<file path="config.mk">
export PLATFORM = sky130hd
export DESIGN_NAME = tcap_channel
export DESIGN_NICKNAME = d
export VERILOG_FILES = /design/src/rtl/tcap_pkg.sv /design/src/rtl/tcap_sync.sv /design/src/rtl/tcap_trig.sv /design/src/rtl/tcap_store.sv /design/src/rtl/tcap_channel.sv
export SDC_FILE = /design/constraint.sdc
export NUM_CORES = 1
export LEC_CHECK = 0
export BUFFER_PORTS_ARGS = -buffer_cell sky130_fd_sc_hd__buf_2
export CAP_MARGIN = 5
export CORE_ASPECT_RATIO = 1.2
export CORE_MARGIN = 8
export CORE_UTILIZATION = 30
export CTS_BUF_LIST = sky130_fd_sc_hd__clkbuf_4 sky130_fd_sc_hd__clkbuf_8
export DETAILED_ROUTE_END_ITERATION = 7
export GPL_ROUTABILITY_DRIVEN = 0
export GPL_TIMING_DRIVEN = 0
export SETUP_SLACK_MARGIN = 0.2
export SLEW_MARGIN = 30
export SYNTH_ARGS = -nofsm -noshare
export SYNTH_HDL_FRONTEND = slang
export SYNTH_HIERARCHICAL = 1
export SYNTH_SLANG_ARGS = --single-unit
</file>
<file path="constraint.sdc">
create_clock -name clk -period 1.2 [get_ports clk]
set_clock_uncertainty 0.15 [all_clocks]
set_input_delay 0.06 -clock clk [delete_from_list [all_inputs] [get_ports clk]]
set_output_delay 0.06 -clock clk [all_outputs]
set_load 0.01 [all_outputs]
</file>
<file path="src/rtl/tcap_pkg.sv">
package tcap_pkg;

  typedef enum logic [1:0] {
    EDGE_OFF  = 2'd0,
    EDGE_RISE = 2'd1,
    EDGE_FALL = 2'd2,
    EDGE_BOTH = 2'd3
  } edge_mode_e;

  typedef enum logic [1:0] {
    SRC_PIN  = 2'd0,
    SRC_SOFT = 2'd1,
    SRC_RSV2 = 2'd2,
    SRC_RSV3 = 2'd3
  } trig_src_e;

  // Configuration word, MSB first: ow_ie, cap_ie, edge, source
  typedef struct packed {
    logic       ow_ie;
    logic       cap_ie;
    edge_mode_e edge_md;
    trig_src_e  src;
  } cap_cfg_t;

  localparam int CFG_W = $bits(cap_cfg_t);

  localparam logic [1:0] ADDR_CFG  = 2'd0;
  localparam logic [1:0] ADDR_FLAG = 2'd1;
  localparam logic [1:0] ADDR_DATA = 2'd2;

endpackage

</file>
<file path="src/rtl/tcap_sync.sv">
module tcap_sync #(
  parameter int STAGES = 2
) (
  input  logic clk,
  input  logic rst_n,
  input  logic d,
  output logic q
);
  logic [STAGES-1:0] chain_q;
  logic [STAGES-1:0] chain_d;

  always_comb begin
    chain_d = {chain_q[STAGES-2:0], d};
  end

  always_ff @(posedge clk or negedge rst_n) begin
    if (!rst_n) chain_q <= '0;
    else        chain_q <= chain_d;
  end

  assign q = chain_q[STAGES-1];
endmodule

</file>
<file path="src/rtl/tcap_trig.sv">
module tcap_trig
  import tcap_pkg::*;
(
  input  logic       clk,
  input  logic       rst_n,
  input  logic       pin_s,
  input  logic       sw_lvl,
  input  trig_src_e  src,
  input  edge_mode_e edge_md,
  input  logic       run,
  output logic       evt
);
  logic pin_prev_q;
  logic sw_prev_q;
  logic rise;
  logic fall;
  logic hit;

  always_ff @(posedge clk or negedge rst_n) begin
    if (!rst_n) begin
      pin_prev_q <= 1'b0;
      sw_prev_q  <= 1'b0;
    end else begin
      pin_prev_q <= pin_s;
      sw_prev_q  <= sw_lvl;
    end
  end

  always_comb begin
    rise = 1'b0;
    fall = 1'b0;
    case (src)
      SRC_PIN: begin
        rise = pin_s & ~pin_prev_q;
        fall = ~pin_s & pin_prev_q;
      end
      SRC_SOFT: begin
        rise = sw_lvl & ~sw_prev_q;
        fall = ~sw_lvl & sw_prev_q;
      end
      default: begin
        rise = 1'b0;
        fall = 1'b0;
      end
    endcase
  end

  always_comb begin
    case (edge_md)
      EDGE_RISE: hit = rise;
      EDGE_FALL: hit = fall;
      EDGE_BOTH: hit = rise | fall;
      default:   hit = 1'b0;
    endcase
  end

  assign evt = run & hit;
endmodule

</file>
<file path="src/rtl/tcap_store.sv">
module tcap_store #(
  parameter int CNT_W = 16
) (
  input  logic             clk,
  input  logic             rst_n,
  input  logic             evt,
  input  logic [CNT_W-1:0] cnt,
  input  logic             clr_cap,
  input  logic             clr_ow,
  output logic [CNT_W-1:0] data,
  output logic             cap_flag,
  output logic             ow_flag
);
  logic [CNT_W-1:0] data_q;
  logic             cap_q, cap_d;
  logic             ow_q, ow_d;

  // A set from a new capture wins over a clear in the same cycle
  always_comb begin
    cap_d = evt | (cap_q & ~clr_cap);
    ow_d  = (evt & cap_q) | (ow_q & ~clr_ow);
  end

  always_ff @(posedge clk or negedge rst_n) begin
    if (!rst_n)   data_q <= '0;
    else if (evt) data_q <= cnt;
  end

  always_ff @(posedge clk or negedge rst_n) begin
    if (!rst_n) begin
      cap_q <= 1'b0;
      ow_q  <= 1'b0;
    end else begin
      cap_q <= cap_d;
      ow_q  <= ow_d;
    end
  end

  assign data     = data_q;
  assign cap_flag = cap_q;
  assign ow_flag  = ow_q;
endmodule

</file>
<file path="src/rtl/tcap_channel.sv">
module tcap_channel
  import tcap_pkg::*;
#(
  parameter int CNT_W     = 16,
  parameter int SYNC_DEPTH = 2
) (
  input  logic             clk,
  input  logic             rst_n,
  input  logic [CNT_W-1:0] cnt_val,
  input  logic             cnt_run,
  input  logic             cap_pin,
  input  logic             sw_trig,
  input  logic             reg_wr,
  input  logic [1:0]       reg_addr,
  input  logic [CNT_W-1:0] reg_wdata,
  output logic [CNT_W-1:0] reg_rdata,
  output logic [CNT_W-1:0] cap_data,
  output logic             cap_flag,
  output logic             ow_flag,
  output logic             irq
);
  localparam int RST_STAGES = 2;

  // Reset: asserted asynchronously, released on a clock edge
  logic [RST_STAGES-1:0] rst_sh_q;
  logic                  rst_core_n;

  always_ff @(posedge clk or negedge rst_n) begin
    if (!rst_n) rst_sh_q <= '0;
    else        rst_sh_q <= {rst_sh_q[RST_STAGES-2:0], 1'b1};
  end
  assign rst_core_n = rst_sh_q[RST_STAGES-1];

  // Configuration register
  cap_cfg_t cfg_q;
  cap_cfg_t cfg_d;
  logic     cfg_we;
  logic     flag_we;
  logic     cap_evt;
  logic     pin_s;
  logic     unused_wdata;

  assign cfg_we       = reg_wr & (reg_addr == ADDR_CFG);
  assign flag_we      = reg_wr & (reg_addr == ADDR_FLAG);
  assign cfg_d        = cap_cfg_t'(reg_wdata[CFG_W-1:0]);
  assign unused_wdata = ^reg_wdata[CNT_W-1:CFG_W];

  always_ff @(posedge clk or negedge rst_core_n) begin
    if (!rst_core_n)  cfg_q <= '0;
    else if (cfg_we)  cfg_q <= cfg_d;
  end

  tcap_sync #(.STAGES(SYNC_DEPTH)) u_pin_sync (
    .clk   (clk),
    .rst_n (rst_core_n),
    .d     (cap_pin),
    .q     (pin_s)
  );

  tcap_trig u_trig (
    .clk     (clk),
    .rst_n   (rst_core_n),
    .pin_s   (pin_s),
    .sw_lvl  (sw_trig),
    .src     (cfg_q.src),
    .edge_md (cfg_q.edge_md),
    .run     (cnt_run),
    .evt     (cap_evt)
  );

  tcap_store #(.CNT_W(CNT_W)) u_store (
    .clk      (clk),
    .rst_n    (rst_core_n),
    .evt      (cap_evt),
    .cnt      (cnt_val),
    .clr_cap  (flag_we & reg_wdata[0]),
    .clr_ow   (flag_we & reg_wdata[1]),
    .data     (cap_data),
    .cap_flag (cap_flag),
    .ow_flag  (ow_flag)
  );

  always_comb begin
    reg_rdata = '0;
    case (reg_addr)
      ADDR_CFG:  reg_rdata[CFG_W-1:0] = cfg_q;
      ADDR_FLAG: reg_rdata[1:0]       = {ow_flag, cap_flag};
      ADDR_DATA: reg_rdata            = cap_data;
      default:   reg_rdata            = '0;
    endcase
  end

  assign irq = (cap_flag & cfg_q.cap_ie) | (ow_flag & cfg_q.ow_ie);
endmodule

</file>
Word-level counts from Yosys, hierarchy flattened. Index checks and enable logic that the tools add are counted.

Register bits after elaboration: 30. Latch bits: 0. RAM bits: 0. Bits in read-only memories: 0. Input bits: 40. Output and inout port bits: 35. Logic and storage cells: 49. Memories kept: 0.

Add/subtract/negate cells: 0. Multipliers: 0. Div/mod/pow operators: 0. Magnitude comparators: 0. Eq/ne operators: 6. Shifts and indexed selects: 0. Mux-type cells: 6. Bitwise gates (word level): 24. Reduce and logical (&&, ||, !) cells: 2.

Operators with widths (number): $and 1x1->1 (14); $mux 10 (1); $pmux 4 s2 (1); $eq 2x1->1 const B (3); $eq 2x2->1 const B (3); $not 1->1 (6); $pmux 2 s3 (1); $logic_not 2->1 (2); $or 1x1->1 (4); $pmux 1 s2 (2); $pmux 1 s3 (1).

Depth between registers and ports, before layout.
Word-level depth: 8. Depth in mapped cells: 7. Depth with buffers taken out: 5.

Cells and area by module. Netlist, hierarchy kept.

By module, submodules not included: tcap_store (instances 1, cells each 41, area an instance 716.9 um^2, sequential area each 450.4 um^2); tcap_channel (instances 1, cells each 46, area an instance 506.7 um^2, sequential area each 200.2 um^2); tcap_trig (instances 1, cells each 10, area an instance 105.1 um^2, sequential area each 50.0 um^2); tcap_sync (instances 1, cells each 2, area an instance 50.0 um^2, sequential area each 50.0 um^2).

Worst setup path before layout. Ideal clock, no wire load.

Path kind: register -> register. Start point: register cfg_q[0] in the netlist's numbering. End point: register u_store.data_q[0], in the netlist u_store/data[0]. Library setup time: 125 ps. Arrival time: 1377 ps. Required time: 925 ps. Setup slack: -452 ps. Cell stages (with the launch flop): 7. Path buffers: 2. Cell sequence: dfrtp_1 -> nor3b_1 -> o21ai_1 -> a21oi_1 -> buf_6 -> buf_12 -> mux2_4.

Word-level cells in the longest chain between the ends: 5. Elaborated cells between the ends (all ways): 7. Those cells by class: eq/ne: 1; mux: 3; bitwise: 2; reduce/logical: 1.

RTL lines: start, declared (line tcap_channel.sv:35) `cap_cfg_t cfg_q;`; start signal, assigned (line tcap_channel.sv:50) `else if (cfg_we) cfg_q <= cfg_d;`; $eq 2x1->1 / $logic_not 2->1 (equally long branches) (line tcap_trig.sv:32) `case (src)`; $pmux 1 s2 (line tcap_trig.sv:32); $or 1x1->1 (line tcap_trig.sv:52) `EDGE_BOTH: hit = rise | fall;`; $pmux 1 s3 (*) (line tcap_trig.sv:49) `case (edge_md)`; $and 1x1->1 (*) (line tcap_trig.sv:57) `assign evt = run & hit;`; named net cap_evt (line tcap_channel.sv:39) `logic cap_evt;`; end signal, assigned (line tcap_store.sv:26) `else if (evt) data_q <= cnt;`; end, declared (line tcap_store.sv:14) `logic [CNT_W-1:0] data_q;`.

Mark *: on every way through the listed nets, which the timed path passes. The rest lies on a longest branch. A chain may end at the register's enable or synchronous reset.

Worst setup path in the final report.
Start point: register cfg_q[0] in the netlist's numbering. End point: register u_store.data_q[7], in the netlist u_store/data[7].

The elaborated chain is that of the path after synthesis.

==> results.md <==
* Max stage delay on crit path at around 440 ps
* Clock sink count at 30
* WP data required at approximately 1200 ps
* Logic pwr share at between 40% and 50%
* Filler instances at 357
* Kind of start point of the critical path: flop
* Nets at between 200 and 300
* P per Cell Area at ~1900 nW/um^2
* CTS max path bufs at 2
* Fin. max-slew vios at 0
* Critical path class: reg2reg
* # H-tree levels at 2
* Row count at 27
* Initial antenna violation count at 0
* First-pass DRT Iterations at 4
* EDFF count, synth at 0
* Die X-Extent at just under 80 um
* Clk pwr share at 16.9%
* Post-synth top flop: dfrtp_1
* IO Port Bufs at 63
* Status: finished, violations left
* Tot GR Track Use at between 10% and 20%
* Effective utilization at floorplan at between 30% and 40%
* Final Instance Area at roughly 2500 sq um
* Largest net degree at the start of global routing at 29
* Synth top area cells: dfrtp_1 54%, mux2_2 11%, mux2_4 8.7%
* Clock slew at reported path FFs at 60 ps
* Most common library cells after synthesis: 30 x dfrtp_1, 14 x mux2_2, 10 x and2_1
* Cells after Synth at about 100
* DR WL/cell at 15.77 um
* Hold Fails Final Rpt at 0
* Syn-to-layout area delta at 79.13%
* Die height at between 90 and 100 um
* R2R depth at 6
* FF-to-FF Start: cfg_q[0]
* Non-filler cells, final at between 200 and 300
* Sw Share at between 30% and 40%
* Worst r2r dst: u_store/data[7]
* Most numerous cell in the Yosys netlist: dfrtp_1
* Power Internal at approximately 0.0032 W
* Worst setup margin at -525.0 ps
* Peak Freq at roughly 0.58 GHz
* Yosys top cell by area: dfrtp_1
* Fin crit share at 143.8%
* Seq/Total Area, Yosys at roughly 54%
* Placed cell area at 1797 sq um
* Maxcap violations at 0
* Largest fanout on the critical path at 5
* Core box area at 4493 sq um
* Worst-skew pair later-pin latency at 270 ps
* DRT antenna net count at 0
* R2r setup slk at -530 ps
* N_diodes at 0
* Critical path's slowest cell: dfrtp_2
* Post-Route Setup TNS at -9500 ps
* First-pass GRT wire length at between 6 and 7 mm
* Vias in the first global route at ~1.3k
* Synthesized flop and latch total at 30
* Remaining global-route overflow at 0
* Drt drc at 0
* Share of the synthesized area in the top cell type at 54.45%
* Failing checks: setup timing
* Number of DRC markers in iteration 0 at 22
* Synth Area per Inst at about 14 sq um
* Fraction of layout cells with a size suffix above 1 at 60.00%
* Die footprint at 7030 sq um
* Placed cell count at 220
* Setup violations, final at 24
* Vias per cell at approximately 4.4
* Boundary Pins at 75
* Seq pwr share at between 30% and 40%
* CP Capture Type: flop
* Leak Pwr at around 1.2 nW
* TritonCTS clock tree: built
* Synth warn at 6
* Unrepaired setup endpoints after global routing: true
* Worst setup path startpoint: cfg_q[0]
* Util after Layout at between 50% and 60%
* Psw at approximately 0.0014 W
* Root Driver: clkbuf_8
* Total CTS buffers at 5
* Post-DP HPWL at roughly 2.7 mm
* Crit path arrival time at around 1700 ps
* Vias at 1197
* Worst-path cell chain: nor3b_2 > o21ai_1 > a21oi_2 > buf_6 > clkbuf_16 > mux2_4
* Worst Hold Class: in2reg
* Max VDD drop at approximately 1.2 mV
* Aggregate routed wire length at 4.305 mm
* Post-synth cell types at 26
* Total power at around 0.0046 W
* Syn Nets at 139
* Post-Synthesis Cell Area at approximately 1400 sq um
* Worst setup path end: u_store/data[7]
* Final Critical Period at between 1500 and 2000 ps
* FFs w/ async S/R, synth at 100.0%
cell usage in the layout, fill, tap and decap left out, drive strengths merged:
cell type and instances:
clkbuf 8, o21ai 3, dfrtp 30, nor2b 1
inv 2, and3b 2, buf 86, nor2 4
nand2 1, mux2 22, o2bb2ai 2, a21oi 1
and2 10, a22o 1, mux2i 6, and2b 2
nor3b 3, nand2b 1, a21o 1, and3 2
dlygate4sd3 26, conb 1
routing by layer:
layer | track usage, % | part of all wire (%) | up-vias
li1 | - | - | 570
met1 | 12.99 | 40 | 577
met2 | 18.98 | 51 | 46
met3 | 5.578 | 8.9 | 4
met4 | 3.312 | 0.23 | 0
met5 | 0 | 0 | -
cell families (layout without fill, tap and decap cells):
family	count (synthesis)	count (layout)	synth area share (%)
flops	30	30	54.45
mux	28	28	24.50
simple gates	26	26	12.79
compound gates	8	8	3.993
buf+inv	6	122	3.993
other cells	1	1	0.2720
stage by stage:
stage	setup WS (ps)	hold WS (ps)
floorplan	-445.3	-385.6
global placement	-564.4	-304.8
detailed placement	-621.3	-301.7
CTS	-528.9	40.00
global route	-581.3	74.60
finish	-525.0	75.31
registers in the layout (all words and copies together) (netlist names):
name,count
u_store/data,16
u_trig/pin_prev_q,1
u_store/cap_flag,1
u_store/ow_flag,1
u_pin_sync/chain_q,2
rst_sh_q,2
cfg_q,6
u_trig/sw_prev_q,1
worst min path at each step:
stage | to | start | cells after the start
after detailed placement | rst_sh_q[0] | rst_n | 1
final | u_store/cap_flag | reg_wdata[0] | 4
after global routing | u_store/cap_flag | reg_wdata[0] | 4
after global placement | rst_sh_q[0] | rst_n | 1
after CTS | cfg_q[1] | reg_addr[0] | 3
after floorplan | rst_sh_q[0] | rst_n | 0
what timing repair did:
item	in CTS	in global routing
setup endpoints to repair	54	66
cloned	0	1
buffers inserted	8	11
pin swaps	4	2
hold buffers	26	0
resized for setup	16	12
endpoints found under the hold margin	27	0
critical path: cells and delay by family (launching register included):
family | cells | cell delay (ps)
flops | 1 | 440
buf+inv | 2 | 310
mux | 1 | 290
compound gates | 2 | 250
simple gates | 1 | 170
power by group through the flow:
| stage | registers, W | logic (W) | clock network (W) |
|---|---|---|---|
| after floorplan | 0.00177 | 0.000668 | 0 |
| after global placement | 0.00166 | 0.00137 | 0 |
| after detailed placement | 0.00168 | 0.00139 | 0 |
| after CTS | 0.00167 | 0.00179 | 0.000816 |
| after global routing | 0.00174 | 0.00229 | 0.000870 |
| final | 0.00170 | 0.00215 | 0.000784 |
final cells by class:
type                    count  area, sq um  area share, %
plain buffers               4        56.30          2.280
inverters                   2        7.507         0.3040
repair buffers            109        848.3          34.35
multi-input cells          63        645.6          26.14
flip-flops and latches     30        755.7          30.60
well taps                  58        72.57          2.938
clock buffers               7        83.83          3.394
Power figures use the tool's default switching activity.
